`src/rtl/isa_slv_pkg.sv`:
```
package isa_slv_pkg;
    localparam int SA_W = 20;
    localparam int LA_W = 7;
    localparam int CNT_W = 4;

    typedef enum logic [1:0] {
        WS_IDLE = 2'd0,
        WS_WAIT = 2'd1,
        WS_DONE = 2'd2
    } ws_state_e;
endpackage

```
`src/rtl/isa_addr_capture.sv`:
```
module isa_addr_capture
    import isa_slv_pkg::*;
#(
    parameter bit          IS_MEM    = 1'b1,
    parameter logic [23:0] BASE_ADDR = 24'h345670,
    parameter int          IDXW      = 3
) (
    input  logic            clk,
    input  logic            rst_n,
    input  logic            strobe,
    input  logic [SA_W-1:0] sys_addr,
    input  logic [LA_W-1:0] upper_addr,
    output logic            hit,
    output logic [IDXW-1:0] idx
);
    typedef struct packed {
        logic [SA_W-1:0] sa;
        logic            up_ok;
    } cap_t;

    cap_t cap_d, cap_q;

    always_comb begin
        cap_d = cap_q;
        if (strobe) begin
            cap_d.sa    = sys_addr;
            cap_d.up_ok = (upper_addr == BASE_ADDR[23:17]);
        end
    end

    always_ff @(posedge clk or negedge rst_n) begin
        if (!rst_n) cap_q <= '0;
        else        cap_q <= cap_d;
    end

    generate
        if (IS_MEM) begin : g_mem
            assign hit = cap_q.up_ok && (cap_q.sa[16:IDXW] == BASE_ADDR[16:IDXW]);
        end else begin : g_io
            assign hit = (cap_q.sa[15:IDXW] == BASE_ADDR[15:IDXW]);
        end
    endgenerate

    assign idx = cap_q.sa[IDXW-1:0];

    // once the strobe is low, the captured state does not move
    assert_hold_after_fall_R1: assert property (@(posedge clk) disable iff (!rst_n)
        (!strobe && !$past(strobe)) |-> ($stable(cap_q.sa) && $stable(cap_q.up_ok)));
endmodule

```
`src/rtl/isa_wait_ctl.sv`:
```
module isa_wait_ctl
    import isa_slv_pkg::*;
#(
    parameter int WAIT_CLKS = 3
) (
    input  logic clk,
    input  logic rst_n,
    input  logic cmd_sel,
    output logic rdy_pull,
    output logic fire
);
    localparam logic [CNT_W-1:0] WL = CNT_W'(WAIT_CLKS);

    typedef struct packed {
        ws_state_e        st;
        logic [CNT_W-1:0] cnt;
    } ws_t;

    ws_t ws_d, ws_q;

    always_comb begin
        ws_d     = ws_q;
        rdy_pull = 1'b0;
        fire     = 1'b0;
        case (ws_q.st)
            WS_IDLE: begin
                if (cmd_sel) begin
                    if (WAIT_CLKS == 0) begin
                        ws_d.st = WS_DONE;
                        fire    = 1'b1;
                    end else begin
                        rdy_pull = 1'b1;
                        if (WAIT_CLKS == 1) begin
                            ws_d.st = WS_DONE;
                            fire    = 1'b1;
                        end else begin
                            ws_d.st  = WS_WAIT;
                            ws_d.cnt = WL - 1'b1;
                        end
                    end
                end
            end
            WS_WAIT: begin
                if (!cmd_sel) begin
                    ws_d.st = WS_IDLE;
                end else begin
                    rdy_pull = 1'b1;
                    if (ws_q.cnt == CNT_W'(1)) begin
                        ws_d.st = WS_DONE;
                        fire    = 1'b1;
                    end else begin
                        ws_d.cnt = ws_q.cnt - 1'b1;
                    end
                end
            end
            WS_DONE: begin
                if (!cmd_sel) ws_d.st = WS_IDLE;
            end
            default: ws_d.st = WS_IDLE;
        endcase
    end

    always_ff @(posedge clk or negedge rst_n) begin
        if (!rst_n) ws_q <= '{st: WS_IDLE, cnt: '0};
        else        ws_q <= ws_d;
    end

    // once released inside a command, ready is not pulled again
    assert_no_repull_R5: assert property (@(posedge clk) disable iff (!rst_n)
        (cmd_sel && $past(cmd_sel) && !$past(rdy_pull)) |-> !rdy_pull);
endmodule

```
`src/rtl/isa_regfile.sv`:
```
module isa_regfile #(
    parameter int DW   = 16,
    parameter int NREG = 8,
    parameter int IDXW = 3
) (
    input  logic            clk,
    input  logic            rst_n,
    input  logic            we,
    input  logic            wide,
    input  logic [IDXW-1:0] idx,
    input  logic [DW-1:0]   wdata,
    output logic [DW-1:0]   rdata
);
    typedef struct packed {
        logic [NREG-1:0][DW-1:0] regs;
    } rf_t;

    rf_t rf_d, rf_q;

    always_comb begin
        rf_d = rf_q;
        if (we) begin
            rf_d.regs[idx][7:0] = wdata[7:0];
            if (wide) rf_d.regs[idx][DW-1:8] = wdata[DW-1:8];
        end
    end

    always_ff @(posedge clk or negedge rst_n) begin
        if (!rst_n) rf_q <= '0;
        else        rf_q <= rf_d;
    end

    assign rdata = rf_q.regs[idx];
endmodule

```
`src/rtl/isa_irq_ctl.sv`:
```
module isa_irq_ctl (
    input  logic clk,
    input  logic rst_n,
    input  logic event_in,
    input  logic clr,
    output logic irq
);
    typedef struct packed {
        logic line;
    } irq_t;

    irq_t irq_d, irq_q;

    always_comb begin
        irq_d = irq_q;
        if (clr)                         irq_d.line = 1'b0;
        else if (event_in && !irq_q.line) irq_d.line = 1'b1;
    end

    always_ff @(posedge clk or negedge rst_n) begin
        if (!rst_n) irq_q <= '0;
        else        irq_q <= irq_d;
    end

    assign irq = irq_q.line;

    // a raised request stays up until a clear write
    assert_irq_held_R9: assert property (@(posedge clk) disable iff (!rst_n)
        ($past(irq_q.line) && !$past(clr)) |-> irq_q.line);
endmodule

```
`src/rtl/isa_slave_port.sv`:
```
module isa_slave_port
    import isa_slv_pkg::*;
#(
    parameter bit          IS_MEM    = 1'b1,
    parameter logic [23:0] BASE_ADDR = 24'h345670,
    parameter int          DW        = 16,
    parameter int          NREG      = 8,
    parameter int          WAIT_CLKS = 0,
    parameter int          CLR_IDX   = 7
) (
    input  logic          clk,
    input  logic          rst_n,
    input  logic          addr_strobe,
    input  logic [19:0]   sys_addr,
    input  logic [6:0]    upper_addr,
    input  logic          dma_active,
    input  logic          mem_rd_n,
    input  logic          mem_wr_n,
    input  logic          io_rd_n,
    input  logic          io_wr_n,
    input  logic          wide_xfer,
    input  logic [DW-1:0] data_in,
    output logic [DW-1:0] data_out,
    output logic          data_oe_lo,
    output logic          data_oe_hi,
    output logic          ready_pull,
    output logic          zero_wait_req,
    input  logic          irq_event,
    output logic          irq_req
);
    localparam int IDXW = $clog2(NREG);
    localparam logic [IDXW-1:0] CLR_I = IDXW'(CLR_IDX);

    logic            hit;
    logic [IDXW-1:0] idx;
    logic            rd_cmd, wr_cmd, sel, cmd_sel, fire, we, clr;
    logic [DW-1:0]   rdata;

    isa_addr_capture #(.IS_MEM(IS_MEM), .BASE_ADDR(BASE_ADDR), .IDXW(IDXW)) u_cap (
        .clk(clk), .rst_n(rst_n), .strobe(addr_strobe), .sys_addr(sys_addr),
        .upper_addr(upper_addr), .hit(hit), .idx(idx)
    );

    assign rd_cmd  = IS_MEM ? !mem_rd_n : !io_rd_n;
    assign wr_cmd  = IS_MEM ? !mem_wr_n : !io_wr_n;
    assign sel     = hit && !dma_active;
    assign cmd_sel = sel && (rd_cmd || wr_cmd);

    isa_wait_ctl #(.WAIT_CLKS(WAIT_CLKS)) u_wait (
        .clk(clk), .rst_n(rst_n), .cmd_sel(cmd_sel), .rdy_pull(ready_pull), .fire(fire)
    );

    assign we  = fire && sel && wr_cmd;
    assign clr = we && (idx == CLR_I);

    isa_regfile #(.DW(DW), .NREG(NREG), .IDXW(IDXW)) u_rf (
        .clk(clk), .rst_n(rst_n), .we(we), .wide(wide_xfer), .idx(idx),
        .wdata(data_in), .rdata(rdata)
    );

    isa_irq_ctl u_irq (
        .clk(clk), .rst_n(rst_n), .event_in(irq_event), .clr(clr), .irq(irq_req)
    );

    assign data_oe_lo    = sel && rd_cmd;
    assign data_oe_hi    = data_oe_lo && wide_xfer;
    assign data_out      = {(data_oe_hi ? rdata[DW-1:8] : '0), (data_oe_lo ? rdata[7:0] : 8'h00)};
    assign zero_wait_req = IS_MEM && (WAIT_CLKS == 0) && cmd_sel;

    // a DMA cycle never sees this card respond
    assert_dma_blocks_R4: assert property (@(posedge clk) disable iff (!rst_n)
        dma_active |-> (!data_oe_lo && !ready_pull && !zero_wait_req));

    // the high lane is never driven alone
    assert_hi_needs_lo_R7: assert property (@(posedge clk) disable iff (!rst_n)
        data_oe_hi |-> data_oe_lo);
endmodule

```
`config.mk`:
```
export PLATFORM = sky130hd
export DESIGN_NAME = isa_slave_port
export DESIGN_NICKNAME = d
export VERILOG_FILES = /design/src/rtl/isa_slv_pkg.sv /design/src/rtl/isa_addr_capture.sv /design/src/rtl/isa_wait_ctl.sv /design/src/rtl/isa_regfile.sv /design/src/rtl/isa_irq_ctl.sv /design/src/rtl/isa_slave_port.sv
export SDC_FILE = /design/constraint.sdc
export NUM_CORES = 1
export LEC_CHECK = 0
export BUFFER_PORTS_ARGS = -buffer_cell sky130_fd_sc_hd__buf_4
export CELL_PAD_IN_SITES_DETAIL_PLACEMENT = 1
export CELL_PAD_IN_SITES_GLOBAL_PLACEMENT = 1
export CORE_UTILIZATION = 51
export DETAILED_ROUTE_END_ITERATION = 7
export GPL_TIMING_DRIVEN = 0
export PLACE_DENSITY = 0.86
export SLEW_MARGIN = 20
export SYNTH_ARGS = -nofsm -noshare
export SYNTH_HDL_FRONTEND = slang
export SYNTH_SLANG_ARGS = --single-unit
```
`constraint.sdc`:
```
create_clock -name clk -period 6.7 [get_ports clk]
set_input_delay 1.005 -clock clk [delete_from_list [all_inputs] [get_ports clk]]
set_output_delay 1.005 -clock clk [all_outputs]
set_load 0.05 [all_outputs]
```
Word-level counts from Yosys, hierarchy flattened
Cells that the tools add are included.
- $add $sub $neg: 1
- $mul: 0
- divide/modulo/power cells: 0
- order comparisons: 2
- eq/ne operators: 9
- shifts and indexed selects: 0
- mux-type cells: 26
- bitwise operators: 2
- reduce and logical (&&, ||, !) cells: 19
- operator list (operator ; count):
    $bwmux 128 ; 2
    $mux 128 ; 1
    $demux 16 s3 ; 2
    $bmux 16 s3 ; 1
    $mux 16 ; 2
    $mux 8 ; 3
    $eq 14x12->1 const B ; 1
    $logic_and 1x1->1 ; 10
    $mux 4 ; 2
    $pmux 4 s2 ; 1
    $eq 7x5->1 const B ; 1
    $mux 1 ; 6
    $mux 2 ; 3
    $mux 6 ; 1
    $pmux 2 s3 ; 1
    $eq 4x1->1 const B ; 1
    $logic_not 1->1 ; 4
    $lt 3x4->1 const B ; 1
    $reduce_and 4->1 ; 1
    $sub 4x1->4 const B ; 1
    $eq 3x3->1 const B ; 1
    $ge 3x1->1 const B ; 1
    $ne 3x3->1 const B ; 1
    $reduce_and 3->1 ; 1
    9 further kinds ; 10
- register bits: 153
- latch bits: 0
- RAM bits: 0
- ROM bits: 0
- input port bits: 53
- output and inout bits: 21
- word-level logic and storage cells: 72
- memories kept: 0

Depth between registers and ports, before layout
Gate-level depths: netlist of run 1.
- depth after elaboration: 10
- mapped depth: 8
- depth with buffers taken out: 7

Hierarchy
A second synthesis of run 1 with hierarchy kept.
- cells, all modules: 513
- area total of the unflattened synthesis: 7056.8 um^2
- modules (own cells, without submodules) (module ; times used ; cells each ; area each (um^2) ; sequential area each (um^2)):
    isa_regfile ; 1 ; 433 ; 5978.2 ; 3203.1
    isa_addr_capture ; 1 ; 49 ; 813.3 ; 450.4
    isa_slave_port ; 1 ; 23 ; 168.9 ; 0.0
    isa_wait_ctl ; 1 ; 6 ; 61.3 ; 25.0
    isa_irq_ctl ; 1 ; 2 ; 35.0 ; 25.0

Worst setup path before layout of run 1
No wires, ideal clock.
- path type: input-to-output
- start point: in dma_active
- end point: out data_out[10]
- arrival time: 3492 ps
- data required time: 5695 ps
- slack: 2203 ps
- cell stages on the path: 5
- buffers on the path: 1
- cells stage by stage: and4b_1 > nand4_1 > or3b_1 > clkbuf_1 > nor4_1
- cells in the longest elaborated chain, start to end: 5
- ends and longest elaborated chain (element ; line ; source):
    start: declaration ; isa_slave_port.sv:16 ; input logic dma_active,
    $logic_not 1->1 ; isa_slave_port.sv:46 ; assign sel = hit && !dma_active;
    $logic_and 1x1->1 ; isa_slave_port.sv:46 ;
    $logic_and 1x1->1 ; isa_slave_port.sv:65 ; assign data_oe_lo = sel && rd_cmd;
    $logic_and 1x1->1 ; isa_slave_port.sv:66 ; assign data_oe_hi = data_oe_lo && wide_xfer;
    $mux 8 ; isa_slave_port.sv:67 ; assign data_out = {(data_oe_hi ? rdata[DW-1:8] : '0), (data_oe_lo ? rdata[7:0] : 8'h00)};
    end: declaration ; isa_slave_port.sv:23 ; output logic [DW-1:0] data_out,
No other way between the ends.

Worst setup path after layout of run 1
- start point: reg u_cap.cap_q (netlist bit u_cap.idx[0])
- end point: out data_out[5]
- cells in the longest elaborated chain, start to end: 3
- ends and longest elaborated chain (element ; line ; source):
    start: declaration ; isa_addr_capture.sv:21 ; cap_t cap_d, cap_q;
    start signal: assignment ; isa_addr_capture.sv:33 ; else cap_q <= cap_d;
    $bmux 16 s3 ; isa_regfile.sv:33 ; assign rdata = rf_q.regs[idx];
    $mux 16 (not written as such) ; isa_regfile.sv:33 ;
    $mux 8 ; isa_slave_port.sv:67 ;
No other way between the ends. The select of a mux whose other input is x is not followed.

==> metrics.md, run 1 <==
| Metric | Value |
|---|---|
| Dpl cells | `between 600 and 700` |
| Drt wl/cell | `27.0 µm` |
| Worst Clk Skew | `between 6 and 7 ps` |
| Nets | `589` |
| Tightest Pin Transition | `976 ps` |
| Non-Filler Instances | `715` |
| Power per cell area | `between 200 and 300 nW/µm²` |
| Total gr overflow | `0` |
| R2R Setup Slk | `roughly 3600 ps` |
| Syn Inst Count | `about 450` |
| Via density | `between 6 and 7` |
| CP dominant cell by count | `clkbuf_1` |
| Setup TNS | `0 ps` |
| Data required time at the worst endpoint | `around 5700 ps` |
| Area leader, netlist | `dfrtp_1` |
| Share of layout cells above drive strength 1 | `0.457` |
| Final setup fails | `0` |
| Global-route wire length before repair | `between 30000 and 40000 µm` |
| Final period utilization | `0.645` |
| Leakage power | `just under 4 nW` |
| Yosys warning total | `0` |
| Gpl congestion | `0.770` |
| Mapped Area | `6530 µm²` |
| FMAX | `~230 MHz` |
| Filler cells | `between 1000 and 1500` |
| Core Area | `12300 µm²` |
| Full die area | `between 10000 and 15000 µm²` |
| Routed vias | `~4500` |
| Final slew viol count | `0` |
| Period minus WS final | `approximately 4300 ps` |
| Max incr delay on CP | `around 730 ps` |
| Worst hold stages | `1` |
| Max Buffers Root-to-Sink | `2` |
| RSZ-0062 raised after global routing | `false` |
| R2R cell count | `7` |
| Hold Fails Final Rpt | `0` |
| Critical R2R Launch | `u_cap.cap_q[17]$_DFFE_PN0P_` |
| DRT antenna net count | `0` |
| 1st-pass router iterations | `4` |
| Crit path DAT | `approximately 3300 ps` |
| Buffers on Ports | `between 60 and 70` |
| Critical path class | `reg -> out` |
| # DRC | `0` |
| Hold path start | `u_wait.ws_q[5]$_DFFE_PN0P_` |
| Die Ht | `roughly 120 µm` |
| Clk_lat worst skew | `~430 ps` |
| Mux share of post-synthesis cell area | `0.250` |
| Post-synth net total | `~500` |
| Post-Synth Simple-Gate Area | `0.0845` |
| CP Launch Type | `register` |
| Largest cells by area after synthesis | `dfrtp_1 57%, mux2_2 22%, mux2_1 3.1%` |
| Xor-xnor portion of the synthesized cell area | `0.00134` |
| CTS sink count | `around 150` |
| Register Area | `around 3700 µm²` |
| Worst-path fanout max | `10` |
| Main combinational cell family by area after synthesis | `multiplexers` |
| Post-synthesis sequential area ratio | `0.567` |
| CTS Hold Bufs | `0` |
| Post-synthesis adder-cell area fraction | `0.00192` |
| CP delay by family, top | `buffers and inverters` |
| Hold WS | `477 ps` |
| Initial core utilization | `0.533` |
| Post-synthesis sequential element count | `148` |
| Worst R2R End | `u_rf.rf_q[52]$_DFFE_PN0P_` |
| Max cap viols | `0` |
| Area grow syn2layout | `19.4%` |
| CP cell instances | `clkbuf_1, nand3b_1, clkbuf_1, o22ai_1, nor4_1, buf_4` |
| Hold Crit Class | `reg -> reg` |
| CTS clk-pin slew, worst paths | `50 ps` |
| Largest net degree at the start of global routing | `86` |
| Crit path buf inv count | `3` |
| Worst VDD drop | `between 200 and 250 µV` |
| Post-synthesis compound-gate area fraction | `0.0751` |
| Die width | `between 100 and 150 µm` |
| Slowest CP cell | `clkbuf_1` |
| Slew headroom | `0.345` |
| Total Wirelength | `19300 µm` |
| CP endpoint kind | `output pin` |
| WHS Endpoint | `u_wait.ws_q[5]$_DFFE_PN0P_` |
| Synth top area share | `0.567` |
| Post-DP HPWL | `approximately 11000 µm` |
| Antenna Cells | `0` |
| All-Layer GR Usage | `0.325` |
| Number of setup buffers added after CTS | `0` |
| # IOs | `74` |
| Root Driver | `clkbuf_16` |
| Post-cts resize count | `0` |
| Vias in the first global route | `a little over 5000` |
| Num CTS Buffers | `17` |
| Row cnt | `40` |
| Yosys cell types | `35` |
| CTS tree | `done` |
| Antenna violations before repair | `1` |
| Initial DRC Count | `approximately 350` |
| H-tree depth | `4` |
| Run status | `finished, final reports clean` |
| Area of the multi-input gates | `around 2700 µm²` |
| Syn Area/Cell | `roughly 15 µm²` |
routing by layer:
metal  global-route usage  up-vias  wire length, µm
met2                0.534      205             9850
met5                    0        -                0
met4                0.176        0              638
met3                0.105       55             1410
met1                0.380     2349             7410
li1                     -     1904                -
stage by stage:
stage / utilization / setup slack [ps] / instance area (µm²) / power [mW]
final: 0.636 / 2380 / 7790 / 1.96
after global routing: 0.636 / 2350 / 7790 / 2.02
after CTS: 0.636 / 2450 / 7790 / 1.97
after detailed placement: 0.593 / 2670 / 7270 / 1.11
after global placement: 0.590 / 2710 / 7240 / 1.10
after floorplan: - / 2200 / 6530 / 1.02
how the worst max path moves through the flow:
stage | start | endpoint | slack (ps) | cells after the start
floorplan | dma_active | data_out[10] | 2200 | 5
global placement | dma_active | data_out[12] | 2710 | 7
detailed placement | dma_active | data_out[7] | 2670 | 7
CTS | u_cap.idx[0]$_DFFE_PN0P_ | data_out[5] | 2450 | 6
global route | u_cap.idx[0]$_DFFE_PN0P_ | data_out[5] | 2350 | 6
finish | u_cap.idx[0]$_DFFE_PN0P_ | data_out[5] | 2380 | 6
registers in the layout, indices dropped and copies added (netlist names):
signal / count
u_cap.idx: 3
u_irq.irq: 1
u_cap.cap_q: 15
u_rf.rf_q: 128
u_wait.ws_q: 1
layout by cell type, fill, tap and decap left out, types with 2 or more instances in the layout:
cell type	count
nand4_1	2
buf_2	11
o22ai_1	32
inv_1	4
mux2_1	18
clkbuf_16	17
o22a_1	16
buf_4	66
or3_1	5
nor4_4	8
nor3_2	3
mux2_2	127
nand3b_1	4
dfrtp_1	148
o221ai_1	16
nor2_1	4
and4bb_2	2
clkinv_2	5
or3b_1	3
clkbuf_1	18
nor4_1	16
clkbuf_8	4
final cells by class:
type,instances,share of cell area
multi-input cells,272,0.346
plain buffers,25,0.0143
clock inverters,5,0.00321
inverters,4,0.00193
well taps,168,0.0270
repair buffers,67,0.0681
clock buffers,26,0.0640
flip-flops and latches,148,0.475
Yosys cell counts:
| cell type | n |
|---|---|
| nor4_1 | 16 |
| xnor2_1 | 1 |
| dfrtp_1 | 148 |
| o22ai_1 | 32 |
| nand4bb_1 | 1 |
| o22a_1 | 16 |
| or2_2 | 1 |
| or3b_1 | 3 |
| nor2_1 | 4 |
| conb_1 | 1 |
| o221ai_1 | 16 |
| and4b_1 | 1 |
| nor4_4 | 8 |
| nor4bb_1 | 1 |
| and4bb_2 | 2 |
| or3_1 | 5 |
| o21ai_0 | 1 |
| mux2_2 | 127 |
| nand4_1 | 2 |
| nand2_2 | 1 |
| nand3b_1 | 4 |
| nor3_4 | 1 |
| nor3_2 | 3 |
| inv_1 | 4 |
| buf_4 | 1 |
| a21oi_1 | 1 |
| buf_2 | 11 |
| nand2_1 | 1 |
| nand4b_1 | 1 |
| clkbuf_1 | 13 |
| nor4b_4 | 1 |
| ha_1 | 1 |
| nand3_1 | 1 |
| nand3_2 | 1 |
| mux2_1 | 18 |
power by group:
| group | internal, mW | switching [mW] |
|---|---|---|
| registers | 0.908 | 0.00865 |
| logic | 0.0722 | 0.108 |
| clock network | 0.507 | 0.357 |
| total | 1.49 | 0.474 |
cells by family (layout without fill, tap and decap cells):
kind of cell / after synthesis / count (layout)
flops: 148 / 148
mux: 145 / 145
compound gates: 66 / 66
simple gates: 58 / 58
buf+inv: 29 / 127
fa+ha+maj: 1 / 1
other cells: 1 / 1
xor+xnor: 1 / 1
(Power assumes the default switching activity.)
==> inputs of run 2 (changes only) <==
CORE_UTILIZATION = 48   (was 51)
PLACE_DENSITY = 0.82   (was 0.86)
clock period = 4.42 ns   (was 6.7 ns; I/O delays follow)
==> metrics.md, run 2 (synthesis gave the netlist of run 1 again) <==
| Metric | Value |
|---|---|
| Run status | `finished, final reports clean` |
| Slew headroom | `0.312 (-0.0334)` |
| Filler cells | `1290 (+13%)` |
| Power per cell area | `393 nW/µm² (+56%)` |
| # IOs | `74 (unchanged)` |
| Max Buffers Root-to-Sink | `2 (unchanged)` |
| Crit path DAT | `3250 ps (-60 ps)` |
| Routed vias | `4419 (-2.1%)` |
| Commonest cells after routing, fill and taps aside | `148 x dfrtp_1, 127 x mux2_2, 66 x buf_4` |
| Crit path buf inv count | `3 (unchanged)` |
| Placed Instance Area | `7280 µm² (+0.14%)` |
| Data required time at the worst endpoint | `3760 ps (-1930 ps)` |
| Gpl congestion | `0.742 (-3.6%)` |
| Row cnt | `42 (+5.0%)` |
| CTS tree | `done` |
| Tightest Pin Transition | `1030 ps (+49.9 ps)` |
| Final slew viol count | `0 (unchanged)` |
| 1st-pass router iterations | `4 (unchanged)` |
| Total gr overflow | `0 (unchanged)` |
| Nets | `589 (unchanged)` |
| Total power | `3.09 mW (+58%)` |
| Initial core utilization | `0.493 (-0.0394)` |
| Worst VDD drop | `241 µV (+16%)` |
| Drt wl/cell | `25.1 µm (-6.9%)` |
| Antenna Cells | `0 (unchanged)` |
| Root Driver | `clkbuf_16` |
| Post-cts resize count | `0 (unchanged)` |
| Die Ht | `119 µm (+3.0%)` |
| CP delay by family, top | `buffers and inverters` |
| Pre-CTS WS | `1030 ps (-1640 ps)` |
| Hold WS | `127 ps (-350 ps)` |
| Clk_lat worst skew | `420 ps (about the same)` |
| CP dominant cell by count | `clkbuf_1` |
| Die width | `119 µm (+3.0%)` |
| Worst Clk Skew | `7.56 ps (+1.47 ps)` |
| Commonest non-fill, non-tap cell in the layout | `dfrtp_1` |
| Buffers on Ports | `66 (unchanged)` |
| Full die area | `14100 µm² (+6.1%)` |
| Global-route wire length before repair | `29100 µm (-4.4%)` |
| Via density | `6.12 (-3.0%)` |
| Post-DP HPWL | `11200 µm (-1.5%)` |
| Total Wirelength | `18200 µm (-6.0%)` |
| CTS sink count | `148 (unchanged)` |
| Critical R2R Launch | `u_cap.cap_q[17]$_DFFE_PN0P_` |
| Max incr delay on CP | `730 ps (about the same)` |
| CP endpoint kind | `output pin` |
| Leakage power | `3.87 nW (+0.59%)` |
| CP cell instances | `clkbuf_1, nand3b_1, clkbuf_1, o22a_1, o221ai_1, nor4_1, buf_4` |
| Largest net degree at the start of global routing | `102 (+19%)` |
| Slowest CP cell | `clkbuf_1` |
| H-tree depth | `4 (unchanged)` |
| Max reg flops | `128 (unchanged)` |
| CTS Hold Bufs | `0 (unchanged)` |
| Antenna violations before repair | `0 (-1)` |
| CTS clk-pin slew, worst paths | `60 ps (about the same)` |
| Period minus WS final | `a little under 4000 ps` |
| Worst-path fanout max | `10 (unchanged)` |
| Max cap viols | `0 (unchanged)` |
| Setup TNS | `0 ps (unchanged)` |
| Num CTS Buffers | `17 (unchanged)` |
| Final WS setup | `509 ps (-1870 ps)` |
| Design area | `7860 µm² (+0.83%)` |
| Critical path class | `reg -> out` |
| CP Launch Type | `register` |
| Final setup fails | `0 (unchanged)` |
| FMAX | `around 260 MHz` |
| Final Core Density | `0.594 (-0.0422)` |
| Final period utilization | `0.885` |
| Vias in the first global route | `5117 (-1.5%)` |
| Area grow syn2layout | `20.4%` |
| # DRC | `0 (unchanged)` |
| Top reg by flops | `u_rf.rf_q` |
| All-Layer GR Usage | `0.279 (-0.0458)` |
| Core Area | `13200 µm² (+8.0%)` |
| Critical Path Source | `u_cap.idx[0]$_DFFE_PN0P_` |
| Initial DRC Count | `286 (-19%)` |
| RSZ-0062 raised after global routing | `false` |
| Non-Filler Instances | `722 (+0.98%)` |
| Hold Fails Final Rpt | `0 (unchanged)` |
| Share of layout cells above drive strength 1 | `0.458 (+0.000837)` |
| DRT antenna net count | `0 (unchanged)` |
| Dpl cells | `692 (+1.2%)` |
| Number of setup buffers added after CTS | `0 (unchanged)` |
| Hold Crit Class | `in -> async` |
## run 2: layer usage
layer	routed length [µm]	global-route usage
met3	876	0.0608
met2	9270	0.467
met4	457	0.120
met1	7540	0.349
met5	0	0
## run 2: area by class of cell
cell class,instances,area [µm²],share of cell area
tap,176,220,0.0280
multi-input combinational,272,2700,0.344
timing repair buffer,67,531,0.0675
sequential,148,3700,0.471
inverter,4,15.0,0.00191
clock inverter,4,70.1,0.00891
buffer,25,111,0.0142
clock buffer,26,509,0.0648
## run 2: final timing paths
check	endpoint	slack, ps	depth (start not counted)
max	data_out[13]	510	7
min	u_rf.rf_q[37]$_DFFE_PN0P_	130	1
max reg2reg	u_rf.rf_q[85]$_DFFE_PN0P_	1190	7
min reg2reg	u_wait.ws_q[5]$_DFFE_PN0P_	480	1
max in group asynchronous	u_rf.rf_q[58]$_DFFE_PN0P_	3460	2
min in group clk	u_irq.irq$_DFFE_PN0P_	460	3
## run 2: report_power, final
| part | internal (mW) | switching, mW | total, mW |
|---|---|---|---|
| sequential | 1.38 | 0.0134 | 1.39 |
| combinational | 0.110 | 0.162 | 0.271 |
| clock | 0.898 | 0.531 | 1.43 |
